## src/rtl/osc_sync_pkg.sv

```systemverilog
`timescale 1ns/1ps
package osc_sync_pkg;
   typedef enum logic [1:0] {
      WIN_IN   = 2'd0,
      WIN_BAND = 2'd1,
      WIN_OUT  = 2'd2
   } win_cls_e;
endpackage

```

## src/rtl/osc_sync_edge.sv

```systemverilog
`timescale 1ns/1ps
// Synchronizer chain plus one history stage; flags a rising edge.
module osc_sync_edge #(
   parameter int STAGES = 2
) (
   input  logic clk,
   input  logic rst_n,
   input  logic async_i,
   output logic rise_o
);
   logic [STAGES:0] chain_q;

   genvar g;
   generate
      for (g = 0; g <= STAGES; g++) begin : g_stage
         if (g == 0) begin : g_first
            always_ff @(posedge clk or negedge rst_n) begin
               if (!rst_n) chain_q[0] <= 1'b0;
               else        chain_q[0] <= async_i;
            end
         end else begin : g_next
            always_ff @(posedge clk or negedge rst_n) begin
               if (!rst_n) chain_q[g] <= 1'b0;
               else        chain_q[g] <= chain_q[g-1];
            end
         end
      end
   endgenerate

   assign rise_o = chain_q[STAGES-1] & ~chain_q[STAGES];
endmodule

```

## src/rtl/osc_period_meter.sv

```systemverilog
`timescale 1ns/1ps
// Measures cycles between sync edges and classifies each interval.
module osc_period_meter
   import osc_sync_pkg::*;
#(
   parameter int PW        = 12,
   parameter int MW        = PW + 1,
   parameter int ACC_LO_16 = 15,
   parameter int ACC_HI_16 = 20,
   parameter int REJ_LO_16 = 13,
   parameter int REJ_HI_16 = 24
) (
   input  logic          clk,
   input  logic          rst_n,
   input  logic [PW-1:0] period_i,
   input  logic          rise_i,
   output logic          edge_v_o,
   output logic [MW-1:0] meas_o,
   output win_cls_e      cls_o,
   output logic          stale_o
);
   localparam int XW = PW + 6;
   localparam logic [MW-1:0] MEAS_SAT = {MW{1'b1}};

   logic [MW-1:0] meas_q;
   logic          seen_q;
   logic [XW-1:0] p_x, m_x, acc_lo, acc_hi, rej_lo, rej_hi;

   always_ff @(posedge clk or negedge rst_n) begin
      if (!rst_n) begin
         meas_q <= '0;
         seen_q <= 1'b0;
      end else if (rise_i) begin
         meas_q <= MW'(1);
         seen_q <= 1'b1;
      end else if (meas_q != MEAS_SAT) begin
         meas_q <= meas_q + 1'b1;
      end
   end

   assign p_x    = XW'(period_i);
   assign m_x    = XW'(meas_q);
   assign acc_lo = (p_x * XW'(ACC_LO_16)) >> 4;
   assign acc_hi = (p_x * XW'(ACC_HI_16)) >> 4;
   assign rej_lo = (p_x * XW'(REJ_LO_16)) >> 4;
   assign rej_hi = (p_x * XW'(REJ_HI_16)) >> 4;

   always_comb begin
      if ((m_x < rej_lo) || (m_x > rej_hi))       cls_o = WIN_OUT;
      else if ((m_x >= acc_lo) && (m_x <= acc_hi)) cls_o = WIN_IN;
      else                                         cls_o = WIN_BAND;
   end

   assign edge_v_o = rise_i & seen_q;
   assign meas_o   = meas_q;
   assign stale_o  = m_x >= (p_x << 1);
endmodule

```

## src/rtl/osc_lock_ctrl.sv

```systemverilog
`timescale 1ns/1ps
// Two-edge confirmation of lock state, tracked period, re-phase request.
module osc_lock_ctrl
   import osc_sync_pkg::*;
#(
   parameter int MW = 13
) (
   input  logic          clk,
   input  logic          rst_n,
   input  logic          edge_v_i,
   input  win_cls_e      cls_i,
   input  logic [MW-1:0] meas_i,
   input  logic          stale_i,
   output logic          locked_o,
   output logic [MW-1:0] trk_o,
   output logic          rephase_o
);
   logic          locked_q, locked_d;
   logic          streak_q, streak_d;
   logic [MW-1:0] trk_q, trk_d;

   always_comb begin
      locked_d  = locked_q;
      streak_d  = streak_q;
      trk_d     = trk_q;
      rephase_o = 1'b0;
      if (edge_v_i) begin
         if (!locked_q) begin
            if (cls_i == WIN_IN) begin
               if (streak_q) begin
                  locked_d  = 1'b1;
                  streak_d  = 1'b0;
                  trk_d     = meas_i;
                  rephase_o = 1'b1;
               end else begin
                  streak_d = 1'b1;
               end
            end else begin
               streak_d = 1'b0;
            end
         end else begin
            if (cls_i == WIN_OUT) begin
               if (streak_q) begin
                  locked_d = 1'b0;
                  streak_d = 1'b0;
               end else begin
                  streak_d = 1'b1;
               end
            end else begin
               streak_d  = 1'b0;
               trk_d     = meas_i;
               rephase_o = 1'b1;
            end
         end
      end else if (locked_q && stale_i) begin
         locked_d = 1'b0;
         streak_d = 1'b0;
      end
   end

   always_ff @(posedge clk or negedge rst_n) begin
      if (!rst_n) begin
         locked_q <= 1'b0;
         streak_q <= 1'b0;
         trk_q    <= '0;
      end else begin
         locked_q <= locked_d;
         streak_q <= streak_d;
         trk_q    <= trk_d;
      end
   end

   assign locked_o = locked_q;
   assign trk_o    = trk_q;
endmodule

```

## src/rtl/osc_phase_gen.sv

```systemverilog
`timescale 1ns/1ps
// Phase counter and registered pulse / square-wave outputs.
module osc_phase_gen #(
   parameter int PW        = 12,
   parameter int MW        = PW + 1,
   parameter int PULSE_CYC = 20
) (
   input  logic          clk,
   input  logic          rst_n,
   input  logic [PW-1:0] period_i,
   input  logic          locked_i,
   input  logic [MW-1:0] trk_i,
   input  logic          rephase_i,
   output logic          main_o,
   output logic          aux_o,
   output logic          sync_o
);
   localparam logic [MW-1:0] PULSE_W = MW'(PULSE_CYC);

   logic [MW-1:0] cnt_q, cnt_d, lim, half;
   logic          started_q;

   assign lim  = locked_i ? trk_i : MW'(period_i);
   assign half = lim >> 1;

   always_comb begin
      if (!started_q || rephase_i || (cnt_q >= lim - 1'b1)) cnt_d = '0;
      else                                                   cnt_d = cnt_q + 1'b1;
   end

   always_ff @(posedge clk or negedge rst_n) begin
      if (!rst_n) begin
         started_q <= 1'b0;
         cnt_q     <= '0;
         main_o    <= 1'b0;
         aux_o     <= 1'b0;
         sync_o    <= 1'b0;
      end else begin
         started_q <= 1'b1;
         cnt_q     <= cnt_d;
         main_o    <= cnt_d < PULSE_W;
         aux_o     <= (cnt_d >= half) && (cnt_d < half + PULSE_W);
         sync_o    <= cnt_d >= half;
      end
   end
endmodule

```

## src/rtl/osc_sync_tracker.sv

```systemverilog
`timescale 1ns/1ps
// Synchronizable two-phase clock-start oscillator with acceptance window.
module osc_sync_tracker
   import osc_sync_pkg::*;
#(
   parameter int PW          = 12,
   parameter int PULSE_CYC   = 20,
   parameter int SYNC_STAGES = 2,
   parameter int ACC_LO_16   = 15,
   parameter int ACC_HI_16   = 20,
   parameter int REJ_LO_16   = 13,
   parameter int REJ_HI_16   = 24
) (
   input  logic          clk,
   input  logic          rst_n,
   input  logic [PW-1:0] period_i,
   input  logic          sync_i,
   output logic          main_pulse_o,
   output logic          aux_pulse_o,
   output logic          sync_o,
   output logic          locked_o
);
   localparam int MW = PW + 1;

   generate
      if (!(REJ_LO_16 < ACC_LO_16 && ACC_LO_16 <= 16 && ACC_HI_16 >= 16 &&
            ACC_HI_16 < REJ_HI_16 && REJ_HI_16 <= 32)) begin : g_bad_window
         $error("window limits must nest: reject-low < accept-low <= 16 <= accept-high < reject-high <= 32");
      end
      if (SYNC_STAGES < 2) begin : g_bad_sync
         $error("at least two synchronizer stages are required");
      end
      if (PULSE_CYC < 1 || PULSE_CYC >= (1 << (PW - 1))) begin : g_bad_pulse
         $error("pulse width must be positive and below half the largest period");
      end
   endgenerate

   logic          rise, edge_v, stale, rephase, locked;
   logic [MW-1:0] meas, trk;
   win_cls_e      cls;

   osc_sync_edge #(.STAGES(SYNC_STAGES)) i_edge (
      .clk(clk), .rst_n(rst_n), .async_i(sync_i), .rise_o(rise)
   );

   osc_period_meter #(
      .PW(PW), .MW(MW),
      .ACC_LO_16(ACC_LO_16), .ACC_HI_16(ACC_HI_16),
      .REJ_LO_16(REJ_LO_16), .REJ_HI_16(REJ_HI_16)
   ) i_meter (
      .clk(clk), .rst_n(rst_n), .period_i(period_i), .rise_i(rise),
      .edge_v_o(edge_v), .meas_o(meas), .cls_o(cls), .stale_o(stale)
   );

   osc_lock_ctrl #(.MW(MW)) i_lock (
      .clk(clk), .rst_n(rst_n), .edge_v_i(edge_v), .cls_i(cls),
      .meas_i(meas), .stale_i(stale), .locked_o(locked),
      .trk_o(trk), .rephase_o(rephase)
   );

   osc_phase_gen #(.PW(PW), .MW(MW), .PULSE_CYC(PULSE_CYC)) i_phase (
      .clk(clk), .rst_n(rst_n), .period_i(period_i), .locked_i(locked),
      .trk_i(trk), .rephase_i(rephase), .main_o(main_pulse_o),
      .aux_o(aux_pulse_o), .sync_o(sync_o)
   );

   assign locked_o = locked;
endmodule

```

## config.mk

```make
export PLATFORM = sky130hd
export DESIGN_NAME = osc_sync_tracker
export DESIGN_NICKNAME = d
export VERILOG_FILES = /design/src/rtl/osc_sync_pkg.sv /design/src/rtl/osc_sync_edge.sv /design/src/rtl/osc_period_meter.sv /design/src/rtl/osc_lock_ctrl.sv /design/src/rtl/osc_phase_gen.sv /design/src/rtl/osc_sync_tracker.sv
export SDC_FILE = /design/constraint.sdc
export NUM_CORES = 1
export LEC_CHECK = 0
export ABC_AREA = 1
export BUFFER_PORTS_ARGS = -buffer_cell sky130_fd_sc_hd__buf_2
export CORE_UTILIZATION = 65
export CTS_CLUSTER_SIZE = 20
export DETAILED_ROUTE_END_ITERATION = 8
export PLACE_DENSITY = 0.79
export SLEW_MARGIN = 20
export SYNTH_ARGS = -nofsm -noshare
export SYNTH_HDL_FRONTEND = slang
export SYNTH_SLANG_ARGS = --single-unit
```

## constraint.sdc

```tcl
create_clock -name clk -period 5.4 [get_ports clk]
set_input_delay 0.27 -clock clk [delete_from_list [all_inputs] [get_ports clk]]
set_output_delay 0.27 -clock clk [all_outputs]
set_load 0.1 [all_outputs]
```

==> Yosys cells after proc, flatten, opt, wreduce, memory -nomap -nowiden <==
Index checks and enable logic that the tools add are counted.
Widths: inputs -> output; s select.
{ "word_totals": {"reg_bits": 49} }
{ "classes": {"addsub": 4, "multipliers": 4, "order_cmp": 9, "n_eq_ne": 3, "n_mux": 24, "n_bitwise": 3, "n_reduce_logical": 13} }
{ "op_table": {"columns": ["op", "n"], "rows": [
  ["$mux 13", 8],
  ["$mul 12x4->16 const B", 2],
  ["$add 13x1->13 const B", 2],
  ["$ge 13x13->1", 2],
  ["$mul 12x3->15 const B", 1],
  ["$mux 1", 15],
  ["$ge 13x14->1", 1],
  ["$gt 13x14->1", 1],
  ["$le 13x14->1", 1],
  ["$lt 13x14->1", 1],
  ["$mul 12x2->14 const B", 1],
  ["$add 12x5->13 const B", 1],
  ["$ge 13x12->1", 1],
  ["$lt 13x13->1", 1],
  ["$lt 13x5->1 const B", 1],
  ["$ne 13x13->1 const B", 1],
  ["$sub 13x1->13 const B", 1],
  ["$reduce_bool 2->1", 4],
  ["$reduce_and 4->1", 1],
  ["$logic_and 1x1->1", 3],
  ["$logic_or 1x1->1", 3],
  ["$and 1x1->1", 2],
  ["$eq 2x2->1 const B", 1],
  ["$logic_not 2->1", 1],
  ["other kinds (4)", 4]
]} }

==> Longest topological paths before layout <==
Gate-level depths: netlist of run 1.
{ "logic_depth": {"ltp_word": 14, "depth_mapped": 45, "depth_no_buf": 45} }

==> Modules after synthesis <==
A second synthesis of run 1 with hierarchy kept.
{ "unflattened": {"hier_cells": 1145, "area_unflattened_um2": 8529.4} }
{ "modules_own_cells": {"columns": ["module", "instances", "cells_per_inst", "area_each_um2"], "rows": [
  ["osc_period_meter", 1, 739, 5385.2],
  ["osc_phase_gen", 1, 319, 2383.5],
  ["osc_lock_ctrl", 1, 82, 675.6],
  ["osc_sync_edge", 1, 5, 85.1]
]} }

==> Worst setup path after synthesis of run 1 <==
Ideal clock, no wire load.
{ "synth_path": {"path_kind": "input port to flip-flop", "from": "in period_i[3]", "to": "reg i_phase.aux_o", "arrival_time_ns": 5.363, "setup_slack_ns": -0.076, "path_stages": 40, "n_path_buf": 1, "cell_sequence": "inv_1 fa_1 fa_1 inv_1 ha_1 inv_1 o21bai_1 a21oi_1 o21ai_0 nand3_1 nand2_1 nand3_1 nand2_1 xnor2_1 ha_1 nand3_1 a21oi_1 nor2_1 [... 4 more ...] nand2_1 nand2_2 nand2_1 buf_4 nor2_1 ha_1 a21oi_1 nor2_1 o21ai_0 nand2_1 a21oi_1 o21ai_0 nand2_1 nand2_1 o21ai_0 nand3_1 nand2_1 inv_1"} }
{ "synth_via": {"elab_chain_len": 14} }
{ "synth_lines": {"columns": ["item", "line_no", "source"], "rows": [
  ["start: declaration", "osc_sync_tracker.sv:16", "input logic [PW-1:0] period_i,"],
  ["$mul 12x4->16 or $mul 12x3->15 (tied branches)", "osc_period_meter.sv:43, osc_period_meter.sv:44", null],
  ["$ge 13x14->1 or $le 13x14->1 (tied branches)", "osc_period_meter.sv:50", "else if ((m_x >= acc_lo) && (m_x <= acc_hi)) cls_o = WIN_IN;"],
  ["$logic_and 1x1->1", "osc_period_meter.sv:50", null],
  ["$mux 1", "osc_period_meter.sv:50", null],
  ["$mux 2", "osc_period_meter.sv:49", "if ((m_x < rej_lo) || (m_x > rej_hi)) cls_o = WIN_OUT;"],
  ["$eq 2x2->1 or $logic_not 2->1 (tied branches)", "osc_lock_ctrl.sv:42, osc_lock_ctrl.sv:29", null],
  ["$mux 1, on equally long branches", "osc_lock_ctrl.sv:42, osc_lock_ctrl.sv:29", null],
  ["$mux 1", "osc_lock_ctrl.sv:28", "if (!locked_q) begin"],
  ["$mux 1", "osc_lock_ctrl.sv:27", "if (edge_v_i) begin"],
  ["$logic_or 1x1->1", "osc_phase_gen.sv:27", "if (!started_q || rephase_i || (cnt_q >= lim - 1'b1)) cnt_d = '0;"],
  ["$logic_or 1x1->1 *", "osc_phase_gen.sv:27", null],
  ["$mux 13 *", "osc_phase_gen.sv:27", null],
  ["named net i_phase.cnt_d[1]", "osc_phase_gen.sv:20", "logic [MW-1:0] cnt_q, cnt_d, lim, half;"],
  ["$ge 13x12->1 or $lt 13x13->1 (tied branches)", "osc_phase_gen.sv:42", "aux_o <= (cnt_d >= half) && (cnt_d < half + PULSE_W);"],
  ["$logic_and 1x1->1 *", "osc_phase_gen.sv:42", null],
  ["end signal: assignment", "osc_phase_gen.sv:42", null],
  ["end: declaration", "osc_phase_gen.sv:15", "output logic aux_o,"]
]} }
Mark *: on every way through the listed nets, which the timed path passes. The rest lies on a longest branch.
A chain may end at the register's enable or synchronous reset.

==> Worst setup path in the final report of run 1 <==
{ "layout_path": {"from": "in period_i[2]", "to": "reg i_phase.aux_o"} }
The elaborated chain is that of the path after synthesis.

==> results of run 1 <==
==> worst max path at each step <==
| stage | start | end | depth (start not counted) |
|---|---|---|---|
| finish | period_i[2] | i_phase.aux_o | 39 |
| global route | period_i[2] | i_phase.aux_o | 39 |
| CTS | period_i[3] | i_phase.aux_o | 45 |
| detailed placement | period_i[3] | i_phase.aux_o | 40 |
| global placement | period_i[3] | i_phase.aux_o | 45 |
| floorplan | period_i[3] | i_phase.aux_o | 40 |
==> layout by cell type, fill, tap and decap left out, types with 5 or more instances in the layout <==
cell type  synthesis  routed
a211oi_1           5       5
a21oi_1           71      51
a21oi_2            0      18
buf_2              2      11
buf_4              3     137
clkbuf_16          0       5
dfrtp_1           49      49
fa_1              38      36
ha_1             168     150
ha_4               0      18
inv_1            155     145
inv_2             11      19
nand2_1          178     166
nand2_2            2      11
nand3_1           39      35
nand3_2            5       9
nand4_1           14      14
nor2_1            61      47
nor2_2             1      11
nor2_4             2       6
nor3_1             9       5
nor3_2             4       7
o21ai_0           31      21
o21ai_1           15      18
o21ai_2            9      16
o21bai_1           9       7
or2_2              6       6
xnor2_1           18      17
xor2_1            47      47
==> per-layer routing <==
| metal | global-route usage [%] | part of all wire [%] | up-vias |
|---|---|---|---|
| li1 | - | - | 3597 |
| met5 | 0 | 0 | - |
| met4 | 9.46 | 4.5 | 0 |
| met3 | 5.33 | 7.8 | 105 |
| met2 | 56.8 | 47 | 362 |
| met1 | 46.6 | 41 | 3617 |
==> worst register-to-register path, delay by kind of cell, from the launching register on <==
kind | cells | cell delay [ns]
compound gates | 6 | 0.82
buf+inv | 8 | 0.72
fa+ha+maj | 2 | 0.43
simple gates | 20 | 2.55
xor+xnor | 1 | 0.19
flops | 1 | 0.55
==> report_power, final <==
part           switching, mW  leakage, nW  total [mW]  internal [mW]
Combinational           1.06         4.47        1.87          0.807
Clock                  0.151       0.0712       0.324          0.173
Sequential            0.0832        0.643       0.507          0.424
Total                   1.30         5.18        2.70           1.40
==> final cells by class <==
type,count,area share (%)
Tap cell,143,1.82
Multi-Input combinational cell,770,65.9
Clock buffer,6,1.31
Inverter,166,6.42
Timing Repair Buffer,155,11.9
Clock inverter,2,0.140
Sequential cell,49,12.5
==> kinds of logic after synthesis <==
kind of cell	after synthesis
adder cells (fa/ha/maj)	206
buffers and inverters	171
other	1
multiplexers	4
XOR/XNOR	65
AO/OA/AOI/OAI	164
AND/OR/NAND/NOR	330
flip-flops	49
==> timing repair <==
item / in CTS / in global routing
endpoints found under the hold margin: 0 / 0
endpoints found under the setup margin: 2 / 2
resized for setup: 16 / 119
buffers inserted: 2 / 7
pin swaps: 8 / 63
==> registers in the layout, indices dropped and copies added, names as in the netlist <==
register,count
i_phase.aux_o,1
i_phase.cnt_q,13
i_phase.started_q,1
i_meter.seen_q,1
i_meter.meas_o,13
i_lock.locked_o,1
i_phase.sync_o,1
i_lock.streak_q,1
i_edge.chain_q,3
i_phase.main_o,1
i_lock.trk_o,13
==> qor.txt, run 1 <==
Multi-input gate area -> 6470 um2
Max clock buf depth -> 2
Chip Height -> 112 um
Largest delay contributor family on the critical path -> compound AO/OA/AOI/OAI gates
Clk pin slew, worst setup/hold paths -> 0.07 ns
Pin count of the biggest net entering global routing -> 50
Critical Path AT -> 5.67 ns
Via density -> 5.95
Slowest stage cell, crit path -> a21oi_1
Synth warnings -> 0
RD Place Congestion -> 0.906
Leading area contributor after synthesis -> ha_1
Max IR drop VDD -> 0.162 mV
Sequential cell area -> 1230 um2
Crit path top cell by count -> nand2_1
Post-route DRC violation count -> 2
Multiplexer area fraction after synthesis -> 0.561%
Core area -> 11600 um2
Max_slew headroom -> 56.8%
Area growth from synthesis to layout -> 25.8%
Detail Route Antenna Nets -> 0
Xor/xnor share of the synthesized area -> 7.29%
# setup viols final -> 1
Die area -> 12500 um2
Post-route setup TNS -> -0.0690 ns
Global-route usage over all layers -> 34.3%
Initial Util -> 67.6%
Crit path kind -> in2reg
Seq/Total Area, Yosys -> 15.7%
Register-to-Register Path Depth -> 37
Clk_skew -> 0.00877 ns
Leak Pwr -> 5.18 nW
CP max stage delay -> 0.36 ns
Wire length per cell -> 18.3 um
Yosys cell types -> 49
Fin Hold WS -> 0.0560 ns
Htree depth -> 2
Critical Path Start Type -> input pin
Total power -> 2.70 mW
Share of post-route cells with drive strength above 1 -> 26.8%
Dpl ws -> -0.659 ns
PwrDens -> 275 nW/um2
Cell area after layout -> 9820 um2
CTS Sinks -> 49
Synth area leaders -> ha_1 27%, dfrtp_1 16%, fa_1 9.7%
Dpl cells -> 1274
GR Overflow Total -> 0
Buf/Inv on CP -> 7
CTS buffer count -> 5
Via count -> 7681
Hold Path Class -> in2async
Slew Viols, Final -> 0
Tmin final -> 5.47 ns
Failing checks -> design-rule violations, negative setup slack
Total wire length -> 23600 um
Worst Path Max Fanout -> 8
RSZ-0062 raised after global routing -> yes
Dominant synthesized flop cell -> dfrtp_1
Synth top area share -> 26.9%
IO Pins -> 19
Most frequent cell after synthesis -> nand2_1
Worst-Margin Slew -> 0.648 ns
RR Startpoint -> i_lock.locked_o
Synth Area in Adders -> 36.6%
Initial antenna violation count -> 0
Worst R2R End -> i_phase.aux_o
Final Cycle Share -> 101%
Synth cell count leaders -> 178 x nand2_1, 168 x ha_1, 155 x inv_1
Synth Area in Simple Gates -> 19.0%
Core Util, Final -> 85.0%
Post-Syn Instances -> 990
Number of global-route vias before repair -> 7209
HPWL Detailed -> 16600 um
Row Count -> 39
Synth Cell Area -> 7810 um2
CTS tree -> yes
FF+latch count, synth -> 49
Post-Syn Nets -> 1211
Maxcap violations -> 0
Die Width -> 112 um
Mapped Avg Cell Area -> 7.89 um2
Iteration-0 DRC count of the detailed router -> 685
N_diodes -> 0
Placed Area -> 9030 um2
Largest family of logic cells by synthesized area -> adder cells
Worst reg2reg setup slack -> 0.07 ns
Drt first pass iters -> 9
Clk_lat worst skew -> 0.31 ns
Status -> complete, but fails checks
Post-CTS Hold Fix Bufs -> 0
Fin cells -> 1291
Asr flop ratio synth -> 100%
CP Capture Type -> flop
CP required -> 5.60 ns
Layout net count -> 1368
First-pass GRT wire length -> 34000 um
Complex-gate fraction of the synthesized area -> 12.4%
Number of synthesized flops with an enable pin -> 0
Fmax -> 183 MHz
Filler cells -> 656
Root Buffer -> clkbuf_16
Setup ws final -> -0.0690 ns
Final Hold Viols -> 0
IO buf count -> 18
No activity file was read; power rests on OpenSTA's default activity.
==> inputs of run 2 (changes only) <==
--- a/config.mk
+++ b/config.mk
@@ -6,7 +6,7 @@
 export NUM_CORES = 1
 export LEC_CHECK = 0
 export ABC_AREA = 1
-export BUFFER_PORTS_ARGS = -buffer_cell sky130_fd_sc_hd__buf_2
+export BUFFER_PORTS_ARGS = -buffer_cell sky130_fd_sc_hd__buf_4
 export CORE_UTILIZATION = 65
 export CTS_CLUSTER_SIZE = 20
 export DETAILED_ROUTE_END_ITERATION = 8
==> run 2 against run 1 <==
Effect of this change:
- the run ends with design-rule violations, negative hold slack, negative setup slack left
- sequential cell count stayed put
- count of clock-buffer cells in the layout stayed put
- setup slack worse by 0.025 ns
- worst hold slack worse by 0.060 ns
- cell area is 0.70% lower
- via count is 1.6% lower
- non-clock buffer count is 1 higher
- total power is 1.7% lower
- critical endpoint unchanged
==> qor.txt, run 2 (same netlist as run 1, synthesis figures left out) <==
Row Count -> 39 (unchanged)
Crit path kind -> in2reg (unchanged)
Sequential share of power -> 19.1% (was 18.8%)
CP max stage delay -> 0.54 ns (was 0.36 ns)
Slew Viols, Final -> 0 (unchanged)
Via count -> 7557 (was 7681)
Tmin final -> 5.49 ns (was 5.47 ns)
CP Capture Type -> flop (unchanged)
Most common cell after layout, fill and taps aside -> nand2_1 (unchanged)
Core area -> 11600 um2 (unchanged)
Iteration-0 DRC count of the detailed router -> 601 (was 685)
Worst-Margin Slew -> 0.649 ns (was 0.648 ns)
CTS tree -> yes (unchanged)
Sequential cell area -> 1230 um2 (unchanged)
Wire length per cell -> 17.6 um (was 18.3 um)
RSZ-0062 raised after global routing -> yes (unchanged)
GR Overflow Total -> 0 (unchanged)
Worst reg2reg setup slack -> 0.25 ns (was 0.07 ns)
Cell area after layout -> 9760 um2 (was 9820 um2)
N_diodes -> 0 (unchanged)
CP required -> 5.59 ns (was 5.60 ns)
Critical Path AT -> 5.68 ns (was 5.67 ns)
Critical Path Source -> period_i[6] (was period_i[2])
Worst R2R End -> i_phase.aux_o (unchanged)
Layout net count -> 1369 (was 1368)
RD Place Congestion -> 0.993 (was 0.906)
Detail Route Antenna Nets -> 0 (unchanged)
Status -> complete, but fails checks (unchanged)
Clk_lat worst skew -> 0.29 ns (was 0.31 ns)
Buf/Inv on CP -> 5 (was 7)
Via density -> 5.85 (was 5.95)
Fin Hold WS -> -0.00447 ns (was 0.0560 ns)
Total wire length -> 22700 um (was 23600 um)
First-pass GRT wire length -> 34700 um (was 34000 um)
Setup ws final -> -0.0945 ns (was -0.0690 ns)
IO Pins -> 19 (unchanged)
Hold Path Class -> in2async (unchanged)
Final Cycle Share -> 102% (was 101%)
Max IR drop VDD -> 0.262 mV (was 0.162 mV)
# setup viols final -> 2 (was 1)
Final Hold Viols -> 2 (was 0)
Global-route usage over all layers -> 35.1% (was 34.3%)
IO buf count -> 18 (unchanged)
Post-route DRC violation count -> 2 (unchanged)
Psw -> 1.25 mW (was 1.30 mW)
RR Startpoint -> i_lock.locked_o (unchanged)
Clk_skew -> 0.00475 ns (was 0.00877 ns)
Worst Path Max Fanout -> 7 (was 8)
CTS buffer count -> 5 (unchanged)
Filler cells -> 695 (was 656)
Largest delay contributor family on the critical path -> adder cells (was compound AO/OA/AOI/OAI gates)
Drt first pass iters -> 7 (was 9)
Htree depth -> 2 (unchanged)
Initial antenna violation count -> 0 (unchanged)
Root Buffer -> clkbuf_16 (unchanged)
Placed Area -> 9080 um2 (was 9030 um2)
Max clock buf depth -> 2 (unchanged)
Multi-input gate area -> 6360 um2 (was 6470 um2)
Pint -> 1.40 mW (about the same)
Fmax -> 182 MHz (was 183 MHz)
Clk pwr share -> 12.0% (about the same)
Chip Height -> 112 um (unchanged)
Gate power share -> 68.9% (was 69.2%)
Die Width -> 112 um (unchanged)
Register-to-Register Path Depth -> 35 (was 37)
Number of global-route vias before repair -> 7266 (was 7209)
Leak Pwr -> 5.16 nW (was 5.18 nW)
Share of post-route cells with drive strength above 1 -> 25.2% (was 26.8%)
Max_slew headroom -> 56.7% (was 56.8%)
Area growth from synthesis to layout -> 24.9% (was 25.8%)
CTS Sinks -> 49 (unchanged)
Maxcap violations -> 0 (unchanged)
Dpl ws -> -0.536 ns (was -0.659 ns)
Sw Ratio -> 47.2% (was 48.0%)
PwrDens -> 272 nW/um2 (was 275 nW/um2)
Pin count of the biggest net entering global routing -> 50 (unchanged)
Initial Util -> 67.6% (unchanged)
Crit path top cell by count -> nand2_1 (unchanged)
Failing checks -> design-rule violations, negative hold slack, negative setup slack (was design-rule violations, negative setup slack)
HPWL Detailed -> 16900 um (was 16600 um)
Critical Path Start Type -> input pin (unchanged)
Most frequent cells in the layout -> 170 x nand2_1, 155 x ha_1, 151 x buf_4 (was 166 x nand2_1, 150 x ha_1, 145 x inv_1)
Core Util, Final -> 84.4% (was 85.0%)
Clk pin slew, worst setup/hold paths -> 0.07 ns (about the same)
Slowest stage cell, crit path -> fa_1 (was a21oi_1)
Die area -> 12500 um2 (unchanged)
## run 2: worst register-to-register path: cells and delay by family, from the launching register on
family          cells  cell delay [ns]
compound gates      5             0.65
xor+xnor            1             0.18
fa+ha+maj           2             0.63
buf+inv             8             0.85
flops               1             0.54
simple gates       19             2.20
## run 2: area by class of cell
| type | count | area share [%] |
|---|---|---|
| clock buffer | 6 | 1.42 |
| tap | 143 | 1.83 |
| clock inverter | 1 | 0.0770 |
| timing repair buffer | 156 | 12.3 |
| multi-input combinational | 770 | 65.2 |
| inverter | 166 | 6.57 |
| sequential | 49 | 12.6 |
## run 2: through the flow
| step | power (mW) | hold WS [ns] | cells | setup TNS, ns |
|---|---|---|---|---|
| 4_1_cts | 2.40 | 0.0237 | 1285 | 0 |
| 5_1_grt | 2.86 | 0.0391 | 1291 | -0.700 |
| 2_1_floorplan | 1.51 | -0.0256 | 990 | 0 |
| 3_5_place_dp | 2.03 | 0.334 | 1275 | -0.994 |
| 3_3_place_gp | 1.96 | 0.325 | 1275 | -0.589 |
| 6_report | 2.66 | -0.00447 | 1291 | -0.110 |
## run 2: power groups by stage
stage | Combinational [mW] | Clock, mW | Sequential [mW]
final | 1.83 | 0.319 | 0.507
after floorplan | 1.02 | 0 | 0.488
after CTS | 1.58 | 0.320 | 0.499
after detailed placement | 1.53 | 0 | 0.506
after global placement | 1.46 | 0 | 0.503
after global routing | 2.01 | 0.337 | 0.510
## run 2: what timing repair did
item,in CTS,in global routing
setup endpoints to repair,2,2
resized for setup,19,83
setup buffers,3,6
hold buffers,0,0
pin swaps,10,56
## run 2: routing by layer
| layer | wire length (um) | GRT usage (%) | vias up |
|---|---|---|---|
| met5 | 0 | 0 | - |
| met4 | 695 | 9.46 | 0 |
| met3 | 1730 | 4.84 | 57 |
| met2 | 10400 | 57.1 | 302 |
| met1 | 9830 | 48.9 | 3601 |
| li1 | - | - | 3597 |
## run 2: worst max path at each step
stage / endpoint / slack, ns / cells past startpoint
6_report: i_phase.aux_o / -0.09 / 39
5_1_grt: i_phase.aux_o / -0.41 / 40
4_1_cts: i_phase.aux_o / 0.008 / 40
3_5_place_dp: i_phase.aux_o / -0.54 / 40
3_3_place_gp: i_phase.aux_o / -0.33 / 40
2_1_floorplan: i_phase.aux_o / 0.002 / 40
==> inputs of run 3 (changes only) <==
--- a/config.mk
+++ b/config.mk
@@ -8,9 +8,10 @@
 export ABC_AREA = 1
 export BUFFER_PORTS_ARGS = -buffer_cell sky130_fd_sc_hd__buf_4
 export CORE_UTILIZATION = 65
+export CTS_CLUSTER_DIAMETER = 150
 export CTS_CLUSTER_SIZE = 20
 export DETAILED_ROUTE_END_ITERATION = 8
-export PLACE_DENSITY = 0.79
+export PLACE_DENSITY_LB_ADDON = 0.08
 export SLEW_MARGIN = 20
 export SYNTH_ARGS = -nofsm -noshare
 export SYNTH_HDL_FRONTEND = slang
==> constraint.sdc (replaced) <==
create_clock -name clk -period 5.85 [get_ports clk]
set_input_delay 0.2925 -clock clk [delete_from_list [all_inputs] [get_ports clk]]
set_output_delay 0.2925 -clock clk [all_outputs]
set_load 0.1 [all_outputs]
==> run 3 against run 2 <==
Effect of this change:
- the run ends with design-rule violations left
- global-route usage is 2.7 points lower
- sequential power is 9.3% lower
- critical path depth unchanged
- non-clock buffer count decreased by 47
- cell area shrank 6.3%
- critical endpoint unchanged
- largest power group unchanged
==> qor.txt, run 3 (same netlist as run 1, synthesis figures left out) <==
CTS tree -> yes (unchanged)
Worst reg2reg setup slack -> 0.79 ns (was 0.25 ns)
Initial Util -> 67.6% (unchanged)
Pin count of the biggest net entering global routing -> 50 (unchanged)
Die Width -> 112 um (unchanged)
CTS Sinks -> 49 (unchanged)
Worst Path Max Fanout -> 8 (was 7)
Setup ws final -> 0.300 ns (was -0.0945 ns)
CP Capture Type -> flop (unchanged)
Tmin final -> 5.55 ns
Core area -> 11600 um2 (unchanged)
Number of global-route vias before repair -> 6505 (was 7266)
Share of post-route cells with drive strength above 1 -> 18.5% (was 25.2%)
PwrDens -> 247 nW/um2 (was 272 nW/um2)
Critical Path AT -> 5.75 ns (was 5.68 ns)
Slew Viols, Final -> 0 (unchanged)
Cell area after layout -> 9140 um2 (was 9760 um2)
Status -> complete, but fails checks (unchanged)
Buf/Inv on CP -> 6 (was 5)
# setup viols final -> 0 (was 2)
IO Pins -> 19 (unchanged)
Maxcap violations -> 0 (unchanged)
CP Depth -> 39 (unchanged)
GR Overflow Total -> 0 (unchanged)
RD Place Congestion -> 0.905 (was 0.993)
Most frequent cells in the layout -> 176 x nand2_1, 166 x ha_1, 151 x inv_1 (was 170 x nand2_1, 155 x ha_1, 151 x buf_4)
Htree depth -> 2 (unchanged)
Clk_skew -> 0.00408 ns (was 0.00475 ns)
Die area -> 12500 um2 (unchanged)
Worst R2R End -> i_phase.aux_o (unchanged)
CP max stage delay -> 0.55 ns (was 0.54 ns)
Filler cells -> 826 (was 695)
CTS buffer count -> 5 (unchanged)
Post-route setup TNS -> 0 ns (was -0.110 ns)
Final Hold Viols -> 0 (was 2)
Post-route DRC violation count -> 2 (unchanged)
Detail Route Antenna Nets -> 0 (unchanged)
Core Util, Final -> 79.1% (was 84.4%)
Critical Path Start Type -> input pin (unchanged)
Clk_lat worst skew -> 0.30 ns (was 0.29 ns)
Drt first pass iters -> 8 (was 7)
Initial antenna violation count -> 0 (unchanged)
Max IR drop VDD -> 0.198 mV (was 0.262 mV)
Critical Path Source -> period_i[5] (was period_i[6])
Via count -> 6880 (was 7557)
Row Count -> 39 (unchanged)
Via density -> 5.53 (was 5.85)
Max clock buf depth -> 2 (unchanged)
Failing checks -> design-rule violations (was design-rule violations, negative hold slack, negative setup slack)
Worst-Margin Slew -> 0.647 ns (was 0.649 ns)
Total wire length -> 19900 um (was 22700 um)
Crit path top cell by count -> nand2_1 (unchanged)
HPWL Detailed -> 15900 um (was 16900 um)
Iteration-0 DRC count of the detailed router -> 452 (was 601)
IO buf count -> 18 (unchanged)
Placed Area -> 8730 um2 (was 9080 um2)
Clk pin slew, worst setup/hold paths -> 0.07 ns (about the same)
Max_slew headroom -> 56.9% (was 56.7%)
N_diodes -> 0 (unchanged)
Chip Height -> 112 um (unchanged)
Most common cell after layout, fill and taps aside -> nand2_1 (unchanged)
Leak Pwr -> 4.93 nW (was 5.16 nW)
Crit path kind -> in2reg (unchanged)
Hold Path Class -> in2async (unchanged)
Register-to-Register Path Depth -> 35 (unchanged)
Global-route usage over all layers -> 32.4% (was 35.1%)
Largest delay contributor family on the critical path -> adder cells (unchanged)
Layout net count -> 1322 (was 1369)
First-pass GRT wire length -> 32100 um (was 34700 um)
Wire length per cell -> 16.0 um (was 17.6 um)
Slowest stage cell, crit path -> fa_1 (unchanged)
Area growth from synthesis to layout -> 17.0% (was 24.9%)
CP required -> 6.05 ns (was 5.59 ns)
Root Buffer -> clkbuf_16 (unchanged)
Final Cycle Share -> 94.9%
Dpl ws -> -0.223 ns (was -0.536 ns)
Crit path to -> i_phase.aux_o (unchanged)
RR Startpoint -> i_lock.locked_o (unchanged)
Fmax -> 180 MHz
## run 3: worst min-delay path by stage
stage	slack [ns]	start	end	depth (start not counted)
floorplan	-0.003	rst_n	i_edge.chain_q[0]	0
global placement	0.34	i_edge.chain_q[0]	i_edge.chain_q[1]	0
detailed placement	0.34	i_edge.chain_q[0]	i_edge.chain_q[1]	0
CTS	0.04	rst_n	i_phase.main_o	1
global route	0.07	rst_n	i_phase.cnt_q[1]	1
finish	0.004	rst_n	i_phase.cnt_q[5]	1
## run 3: per-stage QoR
step                      hold slack, ns  std cells  power [mW]
after floorplan                 -0.00309        990        1.39
after global placement             0.342       1228        1.76
after detailed placement           0.337       1228        1.80
after CTS                         0.0356       1236        2.15
after global routing              0.0710       1245        2.47
final                            0.00424       1245        2.26
## run 3: worst register-to-register path: cells and delay by family (launching register included)
family	cells	cell delay, ns
compound gates	6	0.73
simple gates	20	2.40
xor+xnor	1	0.18
flops	1	0.48
fa+ha+maj	3	0.78
buf+inv	5	0.41
## run 3: layout make-up
type                    count  area (um2)  share of cell area, %
clock buffers               5         125                   1.37
clock inverters             3        43.8                  0.479
inverters                 166         638                   6.98
multi-input cells         770        6080                   66.5
flip-flops and latches     49        1230                   13.4
well taps                 143         179                   1.96
repair buffers            109         847                   9.26
## run 3: what timing repair did
action | CTS | global route
endpoints found under the setup margin | 0 | 2
hold buffers | 0 | 0
hold endpoints to repair | 0 | 0
setup buffers | 0 | 9
gates resized for setup | 0 | 49
## run 3: metal layers
metal / vias to the layer above / GRT usage, % / share of wire [%]
met1: 3196 / 49.2 / 49
met2: 170 / 51.0 / 45
met3: 15 / 3.43 / 5.2
met4: 0 / 4.05 / 0.61
li1: 3499 / - / -
met5: - / 0 / 0
## run 3: where the power goes
part           total, mW  internal, mW  switching [mW]
combinational       1.46         0.623           0.836
sequential         0.460         0.392          0.0686
clock              0.341         0.203           0.138
total               2.26          1.22            1.04
